<file path="src/rtl/usb_xfer_pkg.sv">
package usb_xfer_pkg;

   // Host control byte, MSB first; bit positions are software-visible.
   typedef struct packed {
      logic pre;    // bit7
      logic tog;    // bit6
      logic sync;   // bit5
      logic iso;    // bit4
      logic rsvd;   // bit3
      logic out;    // bit2
      logic en;     // bit1
      logic arm;    // bit0
   } hc_ctrl_t;

   localparam int CTRL_OFS = 0;
   localparam int BASE_OFS = 1;

endpackage

</file>
<file path="src/rtl/usb_xfer_desc.sv">
module usb_xfer_desc
   import usb_xfer_pkg::*;
#(
   parameter int DATA_W = 8
) (
   input  logic              clk,
   input  logic              rst_n,
   input  logic              wr_ctrl,
   input  logic              wr_base,
   input  logic [DATA_W-1:0] wdata,
   input  logic              low_speed,
   input  logic              sof_pulse,
   input  logic              busy_self,
   input  logic              done_self,
   output hc_ctrl_t          ctrl_q,
   output logic [DATA_W-1:0] base_q,
   output logic              eligible
);

   hc_ctrl_t wr_val;
   logic     sof_seen_q;
   logic     pending;
   logic     need_sof;

   always_comb begin
      wr_val      = hc_ctrl_t'(wdata[7:0]);
      wr_val.rsvd = 1'b0;
      if (busy_self) wr_val.arm = ctrl_q.arm;   // no restart while in flight
   end

   always_ff @(posedge clk or negedge rst_n) begin
      if (!rst_n) begin
         ctrl_q <= '0;
      end else begin
         if (wr_ctrl)   ctrl_q     <= wr_val;
         if (done_self) ctrl_q.arm <= 1'b0;      // completion wins
      end
   end

   always_ff @(posedge clk or negedge rst_n) begin
      if (!rst_n)       base_q <= '0;
      else if (wr_base) base_q <= wdata;
   end

   assign pending  = ctrl_q.arm & ctrl_q.en & ~busy_self;
   assign need_sof = ctrl_q.sync & ~low_speed;

   always_ff @(posedge clk or negedge rst_n) begin
      if (!rst_n)         sof_seen_q <= 1'b0;
      else if (!pending)  sof_seen_q <= 1'b0;
      else if (sof_pulse) sof_seen_q <= 1'b1;
   end

   assign eligible = pending & (~need_sof | sof_seen_q);

endmodule

</file>
<file path="src/rtl/usb_xfer_arb.sv">
module usb_xfer_arb #(
   parameter  int N         = 2,
   parameter  bit LOW_FIRST = 1'b1,
   localparam int IW        = (N > 1) ? $clog2(N) : 1
) (
   input  logic [N-1:0]  req,
   output logic          any,
   output logic [IW-1:0] idx
);

   generate
      if (LOW_FIRST) begin : g_low_first
         always_comb begin
            idx = '0;
            for (int i = N - 1; i >= 0; i--)
               if (req[i]) idx = IW'(i);
         end
      end else begin : g_high_first
         always_comb begin
            idx = '0;
            for (int i = 0; i < N; i++)
               if (req[i]) idx = IW'(i);
         end
      end
   endgenerate

   assign any = |req;

endmodule

</file>
<file path="src/rtl/usb_xfer_launcher.sv">
module usb_xfer_launcher
   import usb_xfer_pkg::*;
#(
   parameter  int ADDR_W      = 4,
   parameter  int DATA_W      = 8,
   parameter  int NUM_SETS    = 2,
   parameter  int SET_STRIDE  = 8,
   parameter  int STATUS_ADDR = 13,
   parameter  bit A_FIRST     = 1'b1,
   localparam int SET_W       = (NUM_SETS > 1) ? $clog2(NUM_SETS) : 1
) (
   input  logic              clk,
   input  logic              rst_n,
   input  logic              reg_we,
   input  logic [ADDR_W-1:0] reg_addr,
   input  logic [DATA_W-1:0] reg_wdata,
   output logic [DATA_W-1:0] reg_rdata,
   input  logic              low_speed,
   input  logic              sof_pulse,
   input  logic              eng_busy,
   input  logic              eng_done,
   output logic              eng_req,
   output logic [SET_W-1:0]  eng_set,
   output logic              eng_out,
   output logic              eng_toggle,
   output logic              eng_pre,
   output logic              eng_iso,
   output logic [DATA_W-1:0] eng_base,
   output logic              irq
);

   generate
      if (DATA_W != 8) begin : g_bad_data_w
         $error("DATA_W must be 8 to hold the control byte");
      end
      if (NUM_SETS < 1 || NUM_SETS > DATA_W) begin : g_bad_sets
         $error("NUM_SETS must be 1..DATA_W");
      end
      if (NUM_SETS * SET_STRIDE > (1 << ADDR_W)) begin : g_bad_map
         $error("descriptor sets exceed address space");
      end
      if ((STATUS_ADDR % SET_STRIDE) <= BASE_OFS) begin : g_bad_status
         $error("status address collides with a descriptor register");
      end
   endgenerate

   hc_ctrl_t            ctrl_arr [NUM_SETS];
   logic [DATA_W-1:0]   base_arr [NUM_SETS];
   logic [NUM_SETS-1:0] elig;
   logic [NUM_SETS-1:0] arm_vec;
   logic [NUM_SETS-1:0] done_q;
   logic [NUM_SETS-1:0] done_set;
   logic [NUM_SETS-1:0] done_clr;
   logic                inflight_q;
   logic [SET_W-1:0]    infl_set_q;
   logic                any_elig;
   logic [SET_W-1:0]    gnt_idx;
   logic                launch;
   logic                done_acc;
   logic                status_wr;

   assign done_acc  = eng_done & inflight_q;
   assign status_wr = reg_we && (reg_addr == ADDR_W'(STATUS_ADDR));

   generate
      for (genvar i = 0; i < NUM_SETS; i++) begin : g_set
         logic busy_i, done_i, wr_c, wr_b;
         assign busy_i = inflight_q && (infl_set_q == SET_W'(i));
         assign done_i = done_acc   && (infl_set_q == SET_W'(i));
         assign wr_c   = reg_we && (reg_addr == ADDR_W'(i * SET_STRIDE + CTRL_OFS));
         assign wr_b   = reg_we && (reg_addr == ADDR_W'(i * SET_STRIDE + BASE_OFS));

         usb_xfer_desc #(.DATA_W(DATA_W)) desc_i (
            .clk       (clk),
            .rst_n     (rst_n),
            .wr_ctrl   (wr_c),
            .wr_base   (wr_b),
            .wdata     (reg_wdata),
            .low_speed (low_speed),
            .sof_pulse (sof_pulse),
            .busy_self (busy_i),
            .done_self (done_i),
            .ctrl_q    (ctrl_arr[i]),
            .base_q    (base_arr[i]),
            .eligible  (elig[i])
         );

         assign arm_vec[i]  = ctrl_arr[i].arm;
         assign done_set[i] = done_i;
         assign done_clr[i] = status_wr & reg_wdata[i];
      end
   endgenerate

   usb_xfer_arb #(.N(NUM_SETS), .LOW_FIRST(A_FIRST)) arb_i (
      .req (elig),
      .any (any_elig),
      .idx (gnt_idx)
   );

   assign launch = any_elig & ~inflight_q & ~eng_busy;

   always_ff @(posedge clk or negedge rst_n) begin
      if (!rst_n) begin
         inflight_q <= 1'b0;
         infl_set_q <= '0;
         eng_req    <= 1'b0;
         eng_set    <= '0;
         eng_out    <= 1'b0;
         eng_toggle <= 1'b0;
         eng_pre    <= 1'b0;
         eng_iso    <= 1'b0;
         eng_base   <= '0;
      end else begin
         eng_req <= launch;
         if (launch) begin
            inflight_q <= 1'b1;
            infl_set_q <= gnt_idx;
            eng_set    <= gnt_idx;
            eng_out    <= ctrl_arr[gnt_idx].out;
            eng_toggle <= ctrl_arr[gnt_idx].out & ctrl_arr[gnt_idx].tog;
            eng_pre    <= ctrl_arr[gnt_idx].pre & ~low_speed;
            eng_iso    <= ctrl_arr[gnt_idx].iso;
            eng_base   <= base_arr[gnt_idx];
         end else if (done_acc) begin
            inflight_q <= 1'b0;
         end
      end
   end

   always_ff @(posedge clk or negedge rst_n) begin
      if (!rst_n) done_q <= '0;
      else        done_q <= (done_q & ~done_clr) | done_set;
   end

   assign irq = |done_q;

   always_comb begin
      reg_rdata = '0;
      if (reg_addr == ADDR_W'(STATUS_ADDR)) begin
         reg_rdata[NUM_SETS-1:0] = done_q;
      end else begin
         for (int i = 0; i < NUM_SETS; i++) begin
            if (reg_addr == ADDR_W'(i * SET_STRIDE + CTRL_OFS)) reg_rdata = DATA_W'(ctrl_arr[i]);
            if (reg_addr == ADDR_W'(i * SET_STRIDE + BASE_OFS)) reg_rdata = base_arr[i];
         end
      end
   end

endmodule

</file>
<file path="config.mk">
export PLATFORM = sky130hd
export DESIGN_NAME = usb_xfer_launcher
export DESIGN_NICKNAME = d
export VERILOG_FILES = /design/src/rtl/usb_xfer_pkg.sv /design/src/rtl/usb_xfer_desc.sv /design/src/rtl/usb_xfer_arb.sv /design/src/rtl/usb_xfer_launcher.sv
export SDC_FILE = /design/constraint.sdc
export NUM_CORES = 1
export LEC_CHECK = 0
export BUFFER_PORTS_ARGS = -buffer_cell sky130_fd_sc_hd__buf_4
export CORE_UTILIZATION = 45
export DETAILED_ROUTE_END_ITERATION = 10
export HOLD_SLACK_MARGIN = 0.12
export PLACE_DENSITY = 0.69
export SLEW_MARGIN = 20
export SYNTH_ARGS = -nofsm -noshare
export SYNTH_HDL_FRONTEND = slang
export SYNTH_SLANG_ARGS = --single-unit
</file>
<file path="constraint.sdc">
create_clock -name clk -period 2 [get_ports clk]
set_clock_uncertainty 0.15 [all_clocks]
set_input_delay 0.5 -clock clk [delete_from_list [all_inputs] [get_ports clk]]
set_output_delay 0.5 -clock clk [all_outputs]
set_load 0.02 [all_outputs]
</file>
Yosys cells after proc, flatten, opt, wreduce, memory -nomap -nowiden
Index checks and enable logic that the tools add are counted.
Widths: inputs -> output; s select.
{"block": "word_totals", "output_inout_bits": 23, "input_bits": 19, "word_cells": 107, "register_bits": 49}
{"block": "classes", "bitwise_logic": 29, "eq_ne": 8, "muxes": 25, "n_reduce_logical": 17, "magnitude_cmp": 1}
{"cell": "$mux 8", "n": 10}
{"cell": "$and 1x1->1", "n": 15}
{"cell": "$mux 1", "n": 13}
{"cell": "$eq 4x4->1 const B", "n": 3}
{"cell": "$logic_and 1x1->1", "n": 9}
{"cell": "$ne 2x2->1 const B", "n": 4}
{"cell": "$not 1->1", "n": 8}
{"cell": "$mux 6", "n": 1}
{"cell": "$reduce_bool 2->1", "n": 3}
{"cell": "$eq 4x1->1 const B", "n": 1}
{"cell": "$logic_not 4->1", "n": 1}
{"cell": "$reduce_and 2->1", "n": 2}
{"cell": "$reduce_or 2->1", "n": 2}
{"cell": "$and 2x2->2", "n": 1}
{"cell": "$ge 2x2->1 const B", "n": 1}
{"cell": "$mux 2", "n": 1}
{"cell": "$not 1->2", "n": 1}
{"cell": "$not 2->2", "n": 1}
{"cell": "$or 1x1->1", "n": 2}
{"cell": "$or 2x2->2", "n": 1}

Logic depth before layout (Yosys ltp)
Gate-level depths: netlist (run 1).
{"block": "depth", "depth_word": 12, "mapped_depth": 7, "ltp_nobuf": 5}

Modules after synthesis
From an unflattened synthesis (run 1), not the netlist that was laid out.
{"block": "hier_totals", "cells_unflattened": 217, "hier_area_um2": 2601.2}
{"mod": "usb_xfer_desc", "seq_area_each_um2": 400.4, "instances": 2, "cells_per_inst": 43, "area_each_um2": 696.9}
{"mod": "usb_xfer_launcher", "seq_area_each_um2": 425.4, "instances": 1, "cells_per_inst": 129, "area_each_um2": 1194.9}
{"mod": "usb_xfer_arb", "seq_area_each_um2": 0.0, "instances": 1, "cells_per_inst": 2, "area_each_um2": 12.5}

Worst setup path before layout (run 1)
OpenSTA, ideal clock, no wires.
{"block": "synth_path", "kind": "input-to-output", "from": "input port reg_addr[3]", "to": "output port reg_rdata[1]", "arrival_time_ns": 1.555, "path_stages": 5, "t_required_ns": 1.350, "path_buffers": 2, "path_slack_ns": -0.205, "cell_sequence": "clkbuf_1 > buf_2 > nand3b_1 > o22ai_1 > o21ai_0"}
{"block": "synth_between", "elab_chain_cells": 6, "elab_cells_between_ends": 10, "cone_classes": "eq/ne: 4; mux: 5; reduce/logical: 1"}
{"element": "start: declaration", "line_no": "usb_xfer_launcher.sv:15", "text": "input logic [ADDR_W-1:0] reg_addr,"}
{"element": "$logic_not 4->1", "line_no": "usb_xfer_launcher.sv:143", "text": "if (reg_addr == ADDR_W'(i * SET_STRIDE + CTRL_OFS)) reg_rdata = DATA_W'(ctrl_arr[i]);"}
{"element": "$mux 8", "line_no": "usb_xfer_launcher.sv:143"}
{"element": "$mux 8", "line_no": "usb_xfer_launcher.sv:144", "text": "if (reg_addr == ADDR_W'(i * SET_STRIDE + BASE_OFS)) reg_rdata = base_arr[i];"}
{"element": "$mux 8", "line_no": "usb_xfer_launcher.sv:143"}
{"element": "$mux 8", "line_no": "usb_xfer_launcher.sv:144"}
{"element": "$mux 2 *", "line_no": "usb_xfer_launcher.sv:139", "text": "if (reg_addr == ADDR_W'(STATUS_ADDR)) begin"}
{"element": "end: declaration", "line_no": "usb_xfer_launcher.sv:17", "text": "output logic [DATA_W-1:0] reg_rdata,"}
Every way passes the cells marked *; elsewhere a longest branch is shown, timed or not.

Final worst setup path (run 1)
{"block": "layout_path", "from": "register g_set[1].desc_i.ctrl_q[0] in the netlist's numbering", "to": "output port reg_rdata[0]"}
{"block": "layout_between", "elab_chain_cells": 3}
{"element": "start: declaration", "line_no": "usb_xfer_desc.sv:15", "text": "output hc_ctrl_t ctrl_q,"}
{"element": "start signal: assignment", "line_no": "usb_xfer_desc.sv:35", "text": "if (wr_ctrl) ctrl_q <= wr_val;"}
{"element": "$mux 8", "line_no": "usb_xfer_launcher.sv:143"}
{"element": "$mux 8", "line_no": "usb_xfer_launcher.sv:144"}
{"element": "$mux 2", "line_no": "usb_xfer_launcher.sv:139"}
No other way between the ends.

==> out/metrics.cfg, run 1 <==
[detailed_routing]
vias=1740
first_pass_iters=4
first_iter_violations=96
drt-vias-per-instance=5.29
wl_um=5380
wl_per_cell_um=16.3
antenna_left=0
drc_errors=0

[global_route]
grt_pass1_vias=1715
grt_pass1_wl_um=8800
grt_use_total=0.218
antenna_found_initial=0
grt.overflow.total=0
grt_max_degree=50

[yosys]
synth_top_family_by_area=multiplexers
synth_warnings=0
synthSimpleGateAreaFrac=0.111
synth-async-reset-ratio=1.00
synth_edf_count=0
yosysSeqAreaShare=0.524
yosys.cell_types.count=36
synth_compound_area_frac=0.0947
yosysTopAreaCellShare=0.524
syn_area_um2=2340
synth_top_cell_by_area=dfrtp_1
synthTopCellsByArea=dfrtp_1 (52%), mux2_2 (16%), mux2i_1 (5.6%), nand2_1 (2.9%), o21ai_0 (2.1%)
synthCells=191
synth_seq_cells=49
synthXorXnorAreaFrac=0
synthMuxAreaShare=0.239
synthAdderAreaFrac=0
synthesis.nets=210
synth_flop_cell=dfrtp_1
syn_avg_cell_area_um2=12.2

[die]
start_util=0.482
rows=25
die_h_um=74.1
ios=42
core_um2=4850
die-area_um2=5490
die_x_um=74.1

[setup_path]
crit_path_start_kind=flop
cp_max_fo=3
required_ns=1.35
crit_path_end_kind=primary output
cp.arrival_ns=1.56
crit_type=flop to primary output

[pwr]
swShare=0.323
power_density_nw_per_um2=1040
pwr-share-clk=0.211
power_leakage_uw=0.00145
totalPowerFinal_uw=3250
pwr-share-comb=0.336
p_sw_uw=1050
power.internal_uw=2200
pwr-share-seq=0.453
vdd_drop_max_uv=558

[run_status]
violations=negative setup slack
status=complete, but fails checks

[timing]
fin_ws_ns=-0.207
worst_pin_slew_ns=0.618
rsz0062_at_grt=true
fin_crit_ns=2.21
hold_viol=0
fmax_ghz=0.453
period_share=1.10
setup_viol=7
relSlewSlack=0.588
tns_ns=-0.552
drv_slew=0

[cells_and_area]
nNetsFinal=281
areaGrowthSynthToFinish_pct=33.4
drive_gt1_frac=0.492
fin_cells=329
n_fill_cell=396
antenna_cells=0

[flow_run]
cap_violations=0

[cts]
root_buffer=clkbuf_8
htreeDepth=2
clk_path_buf_depth=2
clkSlewWorstSetupHoldPaths_ns=0.09
cts-buffers-inserted=5
numClockSinks=49
tritoncts=built
clkLatencyLatePin_ns=0.30

[placed_design]
placed_cells=318
io_buffers=41
hpwlAfterDp_um=3830
gp_congestion=0.800

[min_path]
hold_class=input pin to flop

==> critical path, stage by stage (launching register included) <==
cell	delay (ns)
dfrtp_1	0.41
mux4_2	0.48
a32o_2	0.24
buf_6	0.13
==> cell usage after synthesis (2+ instances only) <==
library cell and instances:
nor2b_2 2, mux4_2 2, nand3b_1 3, mux2i_1 13, buf_2 6, o21ai_1 8
inv_1 2, nand2_1 18, dfrtp_1 49, mux2_2 34, o22ai_1 5, o21ai_0 10
nor2_1 11, nand3_1 3, nand4_1 3, a32o_1 2
==> flip-flops by register name (all words and copies together) (netlist names) <==
register	flops
done_q	2
eng_base	8
eng_iso	1
eng_out	1
eng_pre	1
eng_req	1
eng_toggle	1
g_set.desc_i.base_q	16
g_set.desc_i.ctrl_q	14
g_set.desc_i.sof_seen_q	2
infl_set_q	1
inflight_q	1
==> layer usage <==
metal | GRT usage | part of all wire | vias up
met1 | 0.319 | 0.50 | 870
met2 | 0.330 | 0.47 | 39
met4 | 0.0577 | 0.0043 | 0
met3 | 0.0461 | 0.034 | 2
li1 | - | - | 829
met5 | 0 | 0 | -
==> what timing repair did <==
action / in CTS / in global routing
gates resized for setup: 19 / 4
setup buffers: 2 / 1
endpoints found under the hold margin: 49 / 0
setup endpoints to repair: 7 / 9
pin swaps: 14 / 6
hold buffers: 1 / 0
cloned: 0 / 0
==> placed cells by master, fill, tap and decap left out, types with 2 or more instances in the layout <==
master and instances:
buf_4 62, dfrtp_1 48, mux2_2 32, nand2_1 18, mux2i_1 13, o21ai_1 11
nor2_1 10, o21ai_0 7, clkbuf_8 5, buf_6 5, nand3b_1 3, o22ai_1 3
nand4_1 3, nand3_1 3, buf_12 3, mux4_2 2, mux2_4 2, o22ai_2 2
inv_1 2, buf_8 2
==> logic make-up (layout without fill, tap and decap cells) <==
kind of cell,count (synthesis),count (layout)
muxes,49,49
DFF,49,49
and+or+nand+nor,49,49
AOI/OAI and AO/OA,33,33
buffers and inverters,11,82
==> cell type report <==
type,instances,area (um^2),share of cell area
clock inverters,2,35.0,0.0112
well taps,67,83.8,0.0269
inverters,2,7.51,0.00241
flip-flops and latches,49,1230,0.393
clock buffers,5,68.8,0.0221
multi-input cells,131,1080,0.345
repair buffers,73,622,0.199
==> worst paths after layout <==
check,from,end,slack [ns],depth (start not counted)
max in group asynchronous,rst_n,g_set[0].desc_i.ctrl_q[5]$_DFFE_PN0P_,0.65,2
hold reg to reg,eng_out$_DFFE_PN0P_,eng_out$_DFFE_PN0P_,0.33,2
setup reg to reg,infl_set_q$_DFFE_PN0P_,eng_base[7]$_DFFE_PN0P_,0.14,5
hold / removal,low_speed,eng_pre$_DFFE_PN0P_,0.25,2
setup / recovery,g_set[1].desc_i.ctrl_q[0]$_DFFE_PN0P_,reg_rdata[0],-0.21,3
min in group asynchronous,rst_n,g_set[0].desc_i.base_q[6]$_DFFE_PN0P_,0.61,2
==> through the flow <==
step	hold slack [ns]	setup WS, ns	utilization	instance area, um^2
after floorplan	0.0544	0.00342	-	2350
after global placement	0.315	-0.174	0.598	2900
after detailed placement	0.322	-0.183	0.598	2900
after CTS	0.250	-0.210	0.638	3100
after global routing	0.249	-0.240	0.644	3120
final	0.250	-0.207	0.644	3120
==> power groups by stage <==
stage	sequential, uW	clock [uW]	combinational, uW
finish	1470	685	1090
global route	1510	744	1180
global placement	1480	0	1010
detailed placement	1490	0	1030
CTS	1470	701	1080
floorplan	1560	0	521
Power figures use the tool's default switching activity.
==> run 2: changes to the inputs <==
--- a/config.mk
+++ b/config.mk
@@ -5,12 +5,12 @@
 export SDC_FILE = /design/constraint.sdc
 export NUM_CORES = 1
 export LEC_CHECK = 0
-export BUFFER_PORTS_ARGS = -buffer_cell sky130_fd_sc_hd__buf_4
 export CORE_UTILIZATION = 45
 export DETAILED_ROUTE_END_ITERATION = 10
+export DONT_BUFFER_PORTS = 1
 export HOLD_SLACK_MARGIN = 0.12
-export PLACE_DENSITY = 0.69
 export SLEW_MARGIN = 20
 export SYNTH_ARGS = -nofsm -noshare
 export SYNTH_HDL_FRONTEND = slang
 export SYNTH_SLANG_ARGS = --single-unit
+export TNS_END_PERCENT = 1
==> run 2 against run 1 <==
  * The flow still finishes with violations (negative setup slack)
  * Worst setup slack gained 0.11 ns
  * Power decreased by 7.7%
  * Register-to-register slack worse by 0.03 ns
  * First-iteration DRC count down 9.4%
  * Highest routed layer unchanged
  * Cell count is 15% lower
  * Critical path type unchanged
  * Combinational power decreased by 34%
  * Sequential share of layout area increased by 5.7 points
  * Clock power decreased by 2%
==> out/metrics.cfg, run 2 (same netlist as run 1, synthesis figures left out) <==
[cts]
tritoncts=built
clk_path_buf_depth=2  ; unchanged
clkSlewWorstSetupHoldPaths_ns=0.08  ; about the same
cts-buffers-inserted=5  ; unchanged
htreeDepth=2  ; unchanged
clkLatencyLatePin_ns=0.30  ; about the same
numClockSinks=49  ; unchanged
root_buffer=clkbuf_8

[timing]
worst_pin_slew_ns=0.363  ; -0.255 ns
hold_slack_ns=0.141  ; -0.109 ns
relSlewSlack=0.755  ; +0.167
period_share=1.05  ; -0.0563
fmax_ghz=0.477  ; +5.4%
hold_viol=0  ; unchanged
fin_ws_ns=-0.0945  ; +0.113 ns
fin_crit_ns=2.09  ; -0.113 ns
setup_viol=2  ; -5
drv_slew=0  ; unchanged
rsz0062_at_grt=true

[die]
core_um2=4850  ; unchanged
die_h_um=74.1  ; unchanged
die_x_um=74.1  ; unchanged
start_util=0.482  ; unchanged
die-area_um2=5490  ; unchanged
ios=42  ; unchanged
rows=25  ; unchanged

[cells_and_area]
reg_top3=g_set.desc_i.base_q (16), g_set.desc_i.ctrl_q (14), eng_base (8)
areaGrowthSynthToFinish_pct=16.5
drive_gt1_frac=0.387  ; -0.106
largest_register_ffs=16  ; unchanged
nNetsFinal=231  ; -18%
finalCoreUtilization=0.562  ; -0.0818
mostFrequentLayoutCells=dfrtp_1 (49), mux2_2 (34), buf_4 (19)
final_common_cell=dfrtp_1
largest_register=g_set.desc_i.base_q
antenna_cells=0  ; unchanged

[detailed_routing]
drc_errors=0  ; unchanged
first_pass_iters=4  ; unchanged
wl_per_cell_um=18.0  ; +10%
drt-vias-per-instance=5.62  ; +6.2%
antenna_left=0  ; unchanged
wl_um=5020  ; -6.6%
vias=1567  ; -9.9%
first_iter_violations=87  ; -9.4%

[setup_path]
crit_path_end_kind=primary output
critPathMaxStageDelay_ns=0.48  ; about the same
reg2reg_depth=5  ; unchanged
critPathTopFamily=multiplexers
crit_path_start_kind=flop
required_ns=1.35  ; about the same
slowest_stage=mux4_2
crit_chain=mux4_2 -> a32o_2
crit_type=flop to primary output
path_depth=2  ; -1
cp.arrival_ns=1.44  ; -0.12 ns
cp_num_buf_inv=0  ; -1
cp_max_fo=2  ; -1

[placed_design]
io_buffers=0  ; -100%
hpwlAfterDp_um=3670  ; -4.1%
place_ws_ns=0.00492  ; +0.188 ns
gp_congestion=0.812  ; +1.5%

[run_status]
violations=negative setup slack
status=complete, but fails checks

[pwr]
totalPowerFinal_uw=2990  ; -7.7%
power_leakage_uw=0.00119  ; -18%
vdd_drop_max_uv=399  ; -28%
power_density_nw_per_um2=1100  ; +5.7%

[global_route]
grt_max_degree=50  ; unchanged
grt_pass1_wl_um=8040  ; -8.6%
grt_pass1_vias=1575  ; -8.2%
grt_use_total=0.200  ; -0.0176
antenna_found_initial=0  ; unchanged
grt.overflow.total=0  ; unchanged

[flow_run]
cap_violations=0  ; unchanged

[min_path]
hold_class=input pin to flop
worstHoldPathCells=1  ; -1

==> run 2: worst reg2reg max path, stage by stage, from the launching register on <==
cell      delay (ns)
dfrtp_1         0.48
a221oi_2        0.35
nor2b_2         0.24
buf_12          0.17
mux2i_1         0.31
o21ai_1         0.09
==> run 2: final timing paths <==
path,endpoint,start,slack [ns]
setup / recovery,reg_rdata[0],g_set[1].desc_i.base_q[0]$_DFFE_PN0P_,-0.09
setup reg to reg,eng_base[4]$_DFFE_PN0P_,infl_set_q$_DFFE_PN0P_,0.11
min in group asynchronous,g_set[0].desc_i.base_q[6]$_DFFE_PN0P_,rst_n,0.56
max in group asynchronous,g_set[0].desc_i.ctrl_q[0]$_DFFE_PN0P_,rst_n,0.92
hold reg to reg,done_q[1]$_DFF_PN0_,done_q[1]$_DFF_PN0_,0.37
hold / removal,eng_pre$_DFFE_PN0P_,low_speed,0.14
==> run 2: through the flow <==
| step | instance area, um^2 | TNS, ns | std cells |
|---|---|---|---|
| 2_1_floorplan | 2350 | 0 | 191 |
| 3_3_place_gp | 2520 | 0 | 267 |
| 3_5_place_dp | 2520 | 0 | 267 |
| 4_1_cts | 2700 | -0.208 | 279 |
| 5_1_grt | 2720 | -0.454 | 279 |
| 6_report | 2720 | -0.150 | 279 |
==> run 2: metal layers <==
metal  track usage  wire length, um
met2         0.311             2310
met4        0.0684               76
met3        0.0501              295
met1         0.275             2340
met5             0                0
==> run 2: final cells by class <==
cell class	count	area [um^2]
clock buffer	5	68.8
clock inverter	2	35.0
fill	408	2120
inverter	2	7.51
multi-input combinational	131	1080
sequential	49	1230
tap	67	83.8
timing repair buffer	23	220
==> run 2: what timing repair did <==
item,CTS,global route
setup endpoints to repair,5,12
resized for setup,2,7
pin swaps,4,6
hold buffers,2,0
endpoints found under the hold margin,49,0
setup buffers,3,0
==> run 2: where the power goes <==
part | switching (uW) | internal [uW] | total (uW) | leakage (uW)
Sequential | 344 | 1260 | 1600 | 0.000617
Clock | 306 | 363 | 669 | 0.0000540
Combinational | 328 | 395 | 723 | 0.000520
Total | 978 | 2020 | 2990 | 0.00119
==> run 3: changes to the inputs <==
--- a/config.mk
+++ b/config.mk
@@ -9,6 +9,7 @@
 export DETAILED_ROUTE_END_ITERATION = 10
 export DONT_BUFFER_PORTS = 1
 export HOLD_SLACK_MARGIN = 0.12
+export PLACE_DENSITY = 0.64
 export SLEW_MARGIN = 20
 export SYNTH_ARGS = -nofsm -noshare
 export SYNTH_HDL_FRONTEND = slang
==> run 3 against run 2 <==
  * The run still ends with negative setup slack left
  * Cell area fell by 0.69%
  * Cell count rose by 1.4%
  * Utilization fell by 0.39 points
  * Critical path depth did not move
  * Fmax fell by 0.97%
  * Sequential cell count did not move
  * Hold slack improved by 0.0063 ns
  * Critical path type unchanged
==> out/metrics.cfg, run 3 (same netlist as run 1, synthesis figures left out) <==
[cts]
tritoncts=built
cts-buffers-inserted=5  ; unchanged
clkLatencyLatePin_ns=0.30  ; about the same
htreeDepth=2  ; unchanged
clk_path_buf_depth=2  ; unchanged
clkSlewWorstSetupHoldPaths_ns=0.09  ; about the same
root_buffer=clkbuf_8
numClockSinks=49  ; unchanged

[die]
rows=25  ; unchanged
core_um2=4850  ; unchanged
die_x_um=74.1  ; unchanged
die-area_um2=5490  ; unchanged
ios=42  ; unchanged
die_h_um=74.1  ; unchanged
start_util=0.482  ; unchanged

[cells_and_area]
n_fill_cell=396  ; -2.9%
design_area_um2=2710  ; -0.69%
antenna_cells=0  ; unchanged
seq_area_um2=1230  ; +0.10%
largest_register_ffs=16  ; unchanged
mostFrequentLayoutCells=dfrtp_1 (48), mux2_2 (34), buf_4 (23)
drive_gt1_frac=0.370  ; -0.0164
multi_input_area_um2=1050  ; -3.0%
nNetsFinal=235  ; +1.7%
areaGrowthSynthToFinish_pct=15.7
reg_top3=g_set.desc_i.base_q (16), g_set.desc_i.ctrl_q (14), eng_base (8)
final_common_cell=dfrtp_1
largest_register=g_set.desc_i.base_q

[setup_path]
cp.arrival_ns=1.46  ; +0.02 ns
crit_path_start_kind=flop
reg2reg_depth=7  ; +2
cp_max_fo=2  ; unchanged
rrSetupSlack_ns=0.14  ; +0.03 ns
crit_type=flop to primary output
rr_startpoint=g_set[1].desc_i.ctrl_q[0]$_DFFE_PN0P_
crit_path_end_kind=primary output
timing.rr.end=eng_base[5]$_DFFE_PN0P_
crit_end=reg_rdata[0]
required_ns=1.35  ; about the same
cp-startpoint=g_set[1].desc_i.base_q[0]$_DFFE_PN0P_

[timing]
setup_viol=5  ; +3
hold_viol=0  ; unchanged
rsz0062_at_grt=true
tns_ns=-0.192  ; -0.0423 ns
relSlewSlack=0.765  ; +0.0104
fmax_ghz=0.473  ; -0.97%
fin_crit_ns=2.11  ; +0.0204 ns
worst_pin_slew_ns=0.347  ; -0.0154 ns
period_share=1.06  ; +0.0102
fin_ws_ns=-0.115  ; -0.0204 ns
drv_slew=0  ; unchanged
hold_slack_ns=0.147  ; +0.00629 ns

[detailed_routing]
drc_errors=0  ; unchanged
antenna_left=0  ; unchanged
drt-vias-per-instance=5.60  ; -0.34%
first_iter_violations=56  ; -36%
vias=1584  ; +1.1%
wl_um=5280  ; +5.1%
first_pass_iters=4  ; unchanged
wl_per_cell_um=18.7  ; +3.6%

[placed_design]
io_buffers=0  ; unchanged
placed_cell_area_um2=2550  ; +1.2%
hpwlAfterDp_um=3890  ; +6.1%
gp_congestion=0.850  ; +4.7%
place_ws_ns=-0.115  ; -0.120 ns

[global_route]
grt_pass1_vias=1614  ; +2.5%
grt.overflow.total=0  ; unchanged
grt_pass1_wl_um=8460  ; +5.2%
antenna_found_initial=0  ; unchanged
grt_max_degree=50  ; unchanged
grt_use_total=0.214  ; +0.0132

[min_path]
worstHoldPathCells=1  ; unchanged
hold_class=input pin to flop

[run_status]
status=complete, but fails checks
violations=negative setup slack

[flow_run]
cap_violations=0  ; unchanged

[pwr]
vdd_drop_max_uv=509  ; +28%
pwr-share-clk=0.202  ; -0.022
power_leakage_uw=0.00119  ; about the same
swShare=0.337  ; +0.0103
power.internal_uw=1920  ; -4.6%
totalPowerFinal_uw=2900  ; -3.1%
p_sw_uw=977  ; about the same
pwr-share-seq=0.548  ; +0.013
pwr-share-comb=0.250  ; +0.009
power_density_nw_per_um2=1070  ; -2.5%

## run 3: changes by cell type in the layout (fill, tap and decap cells not counted), sizes merged
cell / change
clkbuf: +2
buf: +4
clkinv: -1
bufinv: -1
## run 3: through the flow
| step | utilization | std cells |
|---|---|---|
| after global placement | 0.526 | 271 |
| final | 0.558 | 283 |
| after detailed placement | 0.526 | 271 |
| after CTS | 0.553 | 280 |
| after floorplan | - | 191 |
| after global routing | 0.558 | 283 |
## run 3: critical path, cell delays in order, from the launching register on
cell and delay (ns):
dfrtp_1 0.40, mux4_2 0.48, a32o_2 0.29
## run 3: routing by layer
layer	track usage	up-vias	wire [um]
li1	-	741	-
met1	0.292	796	2330
met2	0.332	43	2580
met3	0.0583	4	320
met4	0.0641	0	51
met5	0	-	0
## run 3: area by class of cell
type                       instances  area share
inverter                           2     0.00278
multi-input combinational        131       0.388
clock buffer                       7      0.0319
sequential                        49       0.454
tap                               67      0.0310
timing repair buffer              27      0.0925
## run 3: what timing repair did
action,in CTS,in global routing
endpoints found under the setup margin,7,7
buffers inserted,0,3
hold buffers,2,0
resized for setup,2,1
gates cloned,0,0
pin swaps,3,0
endpoints found under the hold margin,49,0
## run 3: worst min-delay path by stage
stage / startpoint / endpoint / slack, ns
floorplan: rst_n / done_q[0]$_DFF_PN0_ / 0.05
global placement: rst_n / eng_base[6]$_DFFE_PN0P_ / 0.06
detailed placement: rst_n / eng_req$_DFF_PN0_ / 0.06
CTS: eng_done / inflight_q$_DFFE_PN0P_ / 0.14
global route: low_speed / eng_pre$_DFFE_PN0P_ / 0.15
finish: eng_done / inflight_q$_DFFE_PN0P_ / 0.15
## run 3: power by group through the flow
stage / Clock, uW / Combinational (uW) / Sequential, uW
2_1_floorplan: 0 / 521 / 1560
3_3_place_gp: 0 / 651 / 1590
3_5_place_dp: 0 / 669 / 1610
4_1_cts: 600 / 706 / 1590
5_1_grt: 643 / 796 / 1630
6_report: 585 / 726 / 1590
